**config.mk**
```make
export PLATFORM = sky130hd
export DESIGN_NAME = fts_cycle_ctrl
export DESIGN_NICKNAME = d
export VERILOG_FILES = /design/src/rtl/fts_pkg.sv /design/src/rtl/fts_in_reg.sv /design/src/rtl/fts_lane_wr.sv /design/src/rtl/fts_cycle_dec.sv /design/src/rtl/fts_cycle_ctrl.sv
export SDC_FILE = /design/constraint.sdc
export NUM_CORES = 1
export LEC_CHECK = 0
export ABC_CLOCK_PERIOD_IN_PS = 3700
export CAP_MARGIN = 20
export CORE_UTILIZATION = 47
export CTS_CLUSTER_DIAMETER = 30
export CTS_CLUSTER_SIZE = 25
export DETAILED_ROUTE_END_ITERATION = 6
export PLACE_DENSITY = 0.82
export SLEW_MARGIN = 15
export SYNTH_ARGS = -nofsm -noshare
export SYNTH_HDL_FRONTEND = slang
export SYNTH_SLANG_ARGS = --single-unit
```
**constraint.sdc**
```tcl
create_clock -name clk -period 3.7 [get_ports clk]
set_input_delay 1.11 -clock clk [delete_from_list [all_inputs] [get_ports clk]]
set_output_delay 1.11 -clock clk [all_outputs]
set_load 0.1 [all_outputs]
```
**src/rtl/fts_pkg.sv**
```systemverilog
package fts_pkg;

  typedef enum logic [2:0] {
    CY_IDLE  = 3'd0,
    CY_DESEL = 3'd1,
    CY_BRD   = 3'd2,
    CY_BWR   = 3'd3,
    CY_CRD   = 3'd4,
    CY_CWR   = 3'd5,
    CY_SRD   = 3'd6,
    CY_SWR   = 3'd7
  } cyc_e;

  typedef enum logic [1:0] {
    OP_NONE = 2'd0,
    OP_RD   = 2'd1,
    OP_WR   = 2'd2
  } op_e;

  typedef struct packed {
    logic en1_n;
    logic en2;
    logic en3_n;
    logic cpu_n;
    logic ctl_n;
    logic step_n;
    logic all_wr_n;
    logic lane_wr_n;
  } ctl_s;

  localparam ctl_s CTL_QUIET = '{en1_n: 1'b1, en2: 1'b0, en3_n: 1'b1,
                                 cpu_n: 1'b1, ctl_n: 1'b1, step_n: 1'b1,
                                 all_wr_n: 1'b1, lane_wr_n: 1'b1};

  function automatic logic is_wr_class(cyc_e k);
    return (k == CY_BWR) || (k == CY_CWR) || (k == CY_SWR);
  endfunction

  function automatic logic is_rd_class(cyc_e k);
    return (k == CY_BRD) || (k == CY_CRD) || (k == CY_SRD);
  endfunction

endpackage

```
**src/rtl/fts_in_reg.sv**
```systemverilog
module fts_in_reg
  import fts_pkg::*;
#(
  parameter int LANES = 4
) (
  input  logic             clk,
  input  logic             rst_n,
  input  logic             sleep,
  input  ctl_s             d_ctl,
  input  logic [LANES-1:0] d_sel_n,
  output ctl_s             q_ctl,
  output logic [LANES-1:0] q_sel_n
);

  // Capture is frozen in sleep; strobes are parked inactive so that
  // stale starts cannot replay once sleep ends.
  always_ff @(posedge clk or negedge rst_n) begin
    if (!rst_n) begin
      q_ctl   <= CTL_QUIET;
      q_sel_n <= '1;
    end else if (sleep) begin
      q_ctl   <= CTL_QUIET;
    end else begin
      q_ctl   <= d_ctl;
      q_sel_n <= d_sel_n;
    end
  end

  AST_SLEEP_PARKS: assert property (@(posedge clk) disable iff (!rst_n)
    sleep |=> (q_ctl.cpu_n && q_ctl.ctl_n));

endmodule

```
**src/rtl/fts_lane_wr.sv**
```systemverilog
module fts_lane_wr #(
  parameter int LANES = 4
) (
  input  logic             clk,
  input  logic             rst_n,
  input  logic             all_wr_n,
  input  logic             lane_wr_n,
  input  logic [LANES-1:0] lane_sel_n,
  output logic [LANES-1:0] strobe,
  output logic             wr_cond
);

  logic [LANES-1:0] picked;

  for (genvar i = 0; i < LANES; i++) begin : g_lane
    assign picked[i] = ~lane_wr_n & ~lane_sel_n[i];
    assign strobe[i] = ~all_wr_n | picked[i];
  end

  assign wr_cond = ~all_wr_n | (|picked);

  AST_GLOBAL_ALL: assert property (@(posedge clk) disable iff (!rst_n)
    !all_wr_n |-> (&strobe));
  AST_LANE_NEEDS_EN: assert property (@(posedge clk) disable iff (!rst_n)
    (all_wr_n && lane_wr_n) |-> (strobe == '0));

endmodule

```
**src/rtl/fts_cycle_dec.sv**
```systemverilog
module fts_cycle_dec
  import fts_pkg::*;
(
  input  logic clk,
  input  logic rst_n,
  input  ctl_s q,
  input  logic wr_cond,
  input  op_e  op,
  output cyc_e kind
);

  logic sel;
  logic cpu_go;

  assign sel    = ~q.en1_n & q.en2 & ~q.en3_n;
  assign cpu_go = ~q.cpu_n & ~q.en1_n;

  always_comb begin
    kind = CY_IDLE;
    if (cpu_go) begin
      kind = sel ? CY_BRD : CY_DESEL;
    end else if (!q.ctl_n) begin
      if (!sel)         kind = CY_DESEL;
      else if (wr_cond) kind = CY_BWR;
      else              kind = CY_BRD;
    end else begin
      unique case (op)
        OP_RD:   kind = q.step_n ? CY_SRD : CY_CRD;
        OP_WR:   kind = q.step_n ? CY_SWR : CY_CWR;
        default: kind = CY_IDLE;
      endcase
    end
  end

  AST_BEGIN_NEEDS_SEL: assert property (@(posedge clk) disable iff (!rst_n)
    (kind == CY_BRD || kind == CY_BWR) |-> (!q.en1_n && q.en2 && !q.en3_n));
  AST_CPU_NEVER_WRITES: assert property (@(posedge clk) disable iff (!rst_n)
    (!q.cpu_n && !q.en1_n) |-> (kind != CY_BWR));

endmodule

```
**src/rtl/fts_cycle_ctrl.sv**
```systemverilog
module fts_cycle_ctrl
  import fts_pkg::*;
#(
  parameter int LANES = 4
) (
  input  logic             clk,
  input  logic             rst_n,
  input  logic             en1_n,
  input  logic             en2,
  input  logic             en3_n,
  input  logic             cpu_start_n,
  input  logic             ctl_start_n,
  input  logic             step_n,
  input  logic             all_wr_n,
  input  logic             lane_wr_n,
  input  logic [LANES-1:0] lane_sel_n,
  input  logic             out_en_n,
  input  logic             sleep,
  output logic [2:0]       cyc_kind,
  output logic             addr_load,
  output logic             addr_step,
  output logic [LANES-1:0] lane_we,
  output logic             dq_drive
);

  ctl_s             d_ctl;
  ctl_s             q_ctl;
  logic [LANES-1:0] q_sel_n;
  logic [LANES-1:0] strobe;
  logic             wr_cond;
  cyc_e             kind_raw;
  cyc_e             kind;
  op_e              op_q;

  assign d_ctl = '{en1_n: en1_n, en2: en2, en3_n: en3_n,
                   cpu_n: cpu_start_n, ctl_n: ctl_start_n, step_n: step_n,
                   all_wr_n: all_wr_n, lane_wr_n: lane_wr_n};

  fts_in_reg #(.LANES(LANES)) u_in_reg (
    .clk     (clk),
    .rst_n   (rst_n),
    .sleep   (sleep),
    .d_ctl   (d_ctl),
    .d_sel_n (lane_sel_n),
    .q_ctl   (q_ctl),
    .q_sel_n (q_sel_n)
  );

  fts_lane_wr #(.LANES(LANES)) u_lane_wr (
    .clk        (clk),
    .rst_n      (rst_n),
    .all_wr_n   (q_ctl.all_wr_n),
    .lane_wr_n  (q_ctl.lane_wr_n),
    .lane_sel_n (q_sel_n),
    .strobe     (strobe),
    .wr_cond    (wr_cond)
  );

  fts_cycle_dec u_dec (
    .clk     (clk),
    .rst_n   (rst_n),
    .q       (q_ctl),
    .wr_cond (wr_cond),
    .op      (op_q),
    .kind    (kind_raw)
  );

  // Burst direction: opened by a begin, closed by deselect, idle or sleep.
  always_ff @(posedge clk or negedge rst_n) begin
    if (!rst_n) begin
      op_q <= OP_NONE;
    end else if (sleep) begin
      op_q <= OP_NONE;
    end else begin
      unique case (kind_raw)
        CY_BRD:            op_q <= OP_RD;
        CY_BWR:            op_q <= OP_WR;
        CY_DESEL, CY_IDLE: op_q <= OP_NONE;
        default:           op_q <= op_q;
      endcase
    end
  end

  // Asynchronous gating of everything by sleep and output enable.
  assign kind      = sleep ? CY_IDLE : kind_raw;
  assign cyc_kind  = kind;
  assign addr_load = (kind == CY_BRD) || (kind == CY_BWR);
  assign addr_step = (kind == CY_CRD) || (kind == CY_CWR);
  assign lane_we   = is_wr_class(kind) ? strobe : '0;
  assign dq_drive  = is_rd_class(kind) && !out_en_n && !sleep;

  AST_DRIVE_GATED: assert property (@(posedge clk) disable iff (!rst_n)
    dq_drive |-> (!out_en_n && !sleep));
  AST_SLEEP_QUIET: assert property (@(posedge clk) disable iff (!rst_n)
    sleep |-> (lane_we == '0 && cyc_kind == 3'd0 && !addr_load));
  AST_WE_ONLY_WRITE: assert property (@(posedge clk) disable iff (!rst_n)
    (|lane_we) |-> (cyc_kind == 3'd3 || cyc_kind == 3'd5 || cyc_kind == 3'd7));
  AST_BEGIN_OPENS_READ: assert property (@(posedge clk) disable iff (!rst_n)
    (!sleep && kind_raw == CY_BRD) |=> (op_q == OP_RD));
  AST_DESEL_CLOSES: assert property (@(posedge clk) disable iff (!rst_n)
    (kind_raw == CY_DESEL) |=> (op_q == OP_NONE));
  AST_LOAD_STEP_EXCL: assert property (@(posedge clk) disable iff (!rst_n)
    $onehot0({addr_load, addr_step}));

endmodule

```
==> impl_results.md <==
- Post-CTS Hold Buffers: 0
- Leading area contributor after synthesis: dfstp_2
- DRT iter0 DRCs: 17
- Initial Util: 51.22%
- Crit path arrival time: 2460 ps
- Hold Vio Cnt, Final: 0
- Drt total wl: 1758 µm
- Worst-Margin Slew: 599.2 ps
- Clock Root Buffer: clkbuf_4
- Post-DP HPWL: 1391 µm
- Gr ovfl total: 0
- Crit-path max cell delay: 460 ps
- Final setup viols: 0
- Fraction of registers with async set/reset: 100.0%
- Crit. End Element: primary output
- # diodes: 0
- Maxcap violations: 0
- Post-synth EDFFs: 0
- Synth Cell Area: 789.5 µm²
- Via/cell ratio: 5.754
- Post-synthesis cell count: 74
- Worst Path Buf+Inv: 3
- CP required: 2590 ps
- Sequence of cells on the critical path: clkdlybuf4s50_1, inv_1, o2111ai_2, nor3_2, buf_12
- Fmax: 279.9 MHz
- Cell variety after synth: 31
- Vias in the first global route: 680
- Clock Skews: 9.183 ps
- Worst-path maximum fanout: 4
- Area contributors post-synth: dfstp_2 37%, dfrtp_1 9.5%, or2_1 6.3%
- CTS max path bufs: 2
- Die ar.: 0.001848 mm²
- Overall power: 319.7 µW
- Delay-heaviest family, CP: buffers and inverters
- Clk slew on worst S/H paths: 90 ps
- RSZ-0062 raised after global routing: false
- Min Tclk post-route: 3573 ps
- Global-route wire length before repair: 2904 µm
- Routability cong.: 0.8355
- Residual DRC count: 0
- Area Growth Syn to Fin: 55.78%
- Kind of critical path: input pin to primary output
- Clk Latency, worst-skew pair: 280 ps
- Die X: 42.99 µm
- Rel. slew slack: 59.93%
- Fin nets: 121
- Syn Nets: 92
- CTS buffer count: 3
- Syn avg cell area: 10.67 µm²
- Routed wire per std cell: 14.90 µm
- Register area share after synthesis: 46.12%
- Vias after detailed routing: 679
- DR pass1 iterations: 4
- Die Height: 42.99 µm
- Final worst-path cycle share: 96.56%
- Number of cell rows: 14
- Synthesis-stage register bit count: 14
- Number of synthesis warnings: 0
- Final max-slew violation count: 0
- Ys flop type: dfstp_2
- H-tree Lvls: 1
- Layout cells sized above 1: 43.14%
- GR Util All Layers: 22.18%
- Commonest cells in the synthesized netlist: 11 x dfstp_2, 8 x or2_1, 5 x nand3_1, 5 x o21a_1
- Worst Hold Class: register to register
- I/O pin cnt: 26
- Final ANT Viol Nets: 0
- Pleak: 0.4581 nW
- Setup TNS: 0 ps
- Clock net sink count: 14
- Largest net degree at the start of global routing: 15
- # port buffers: 25
- Outcome: finished, final reports clean
- Post-CTS setup buffer count: 0
- P per Cell Area: 259.9 mW/mm²
- TritonCTS clock tree: yes
- Post-cts sizing count: 0
- Maximum VDD drop: 0.0002207 V
- Core area: 0.001541 mm²
- Startpoint types: input pin
- Most common cell in the netlist: dfstp_2
- Yosys top cell area share: 36.61%
- Slowest CP cell: clkdlybuf4s50_1
- Antenna violations before repair: 0
-- worst reg2reg max path, stage by stage, from the launching register on --
cell	delay, ps
dfrtp_1	410
inv_1	60
ha_1	280
and2b_2	280
nand3_1	90
a221oi_1	290
-- cell type report --
class	instances	area [µm²]
sequential	14	364.1
fill	95	311.5
tap	16	20.02
multi-input combinational	53	439.2
clock buffer	4	26.28
timing repair buffer	27	365.4
inverter	4	15.01
-- flip-flops by register name, summed over array words and instances, names as in the netlist --
name              count
op_q                  2
u_in_reg.q_sel_n      4
u_in_reg.q_ctl        8
-- per-layer routing --
metal | wire [µm] | share of wire (%) | global-route usage, % | up-vias
met1 | 751 | 43 | 27.25 | 319
met5 | 0 | 0 | 0 | -
li1 | - | - | - | 321
met2 | 863 | 49 | 33.03 | 35
met3 | 100 | 5.7 | 4.681 | 4
met4 | 43 | 2.4 | 18.18 | 0
-- report_power, final --
part	switching [mW]	internal (mW)
Sequential	0.00872	0.169
Clock	0.0475	0.0418
Combinational	0.0228	0.0303
-- metrics by stage --
stage	setup WS, ps	utilization, %	std cells	hold WS (ps)	instance area (µm²)
floorplan	-220.8	-	74	504.4	834.6
detailed placement	124.3	78.08	114	585.7	1204
finish	127.2	79.79	118	602.1	1230
global placement	177.0	78.08	114	536.5	1204
CTS	126.0	79.79	118	602.8	1230
global route	54.92	79.79	118	610.2	1230
-- cells in the final DEF (no fill, tap or decap), types with 2 or more instances in the layout --
cell type and n:
o21a_1 5, inv_1 4, ha_1 2, clkbuf_4 3
nor2_2 2, or2_1 8, buf_12 10, nand2_1 3
clkdlybuf4s50_1 15, mux2_2 4, nor2_1 2, buf_4 2
nor2b_1 2, dfrtp_1 3, nor3_2 3, dfstp_2 11
nand3_1 5
-- path summary, 6_finish.rpt --
check,slack (ps),cells after the start,to,start
max in group asynchronous,2110,1,u_in_reg.q_sel_n[3],rst_n
setup / recovery,130,5,lane_we[1],sleep
hold / removal,600,2,op_q[1],op_q[1]
setup reg to reg,2180,5,op_q[0],op_q[0]
hold reg to reg,600,2,op_q[1],op_q[1]
min in group asynchronous,1200,1,op_q[1],rst_n
-- kinds of logic after synthesis --
| kind of cell | after synthesis | share of synthesized area [%] |
|---|---|---|
| simple gates | 33 | 26.46 |
| fa+ha+maj | 2 | 3.169 |
| mux | 4 | 5.705 |
| compound gates | 14 | 14.58 |
| flops | 14 | 46.12 |
| buf+inv | 7 | 3.961 |
Note: power is estimated with default switching activity, not from simulation.
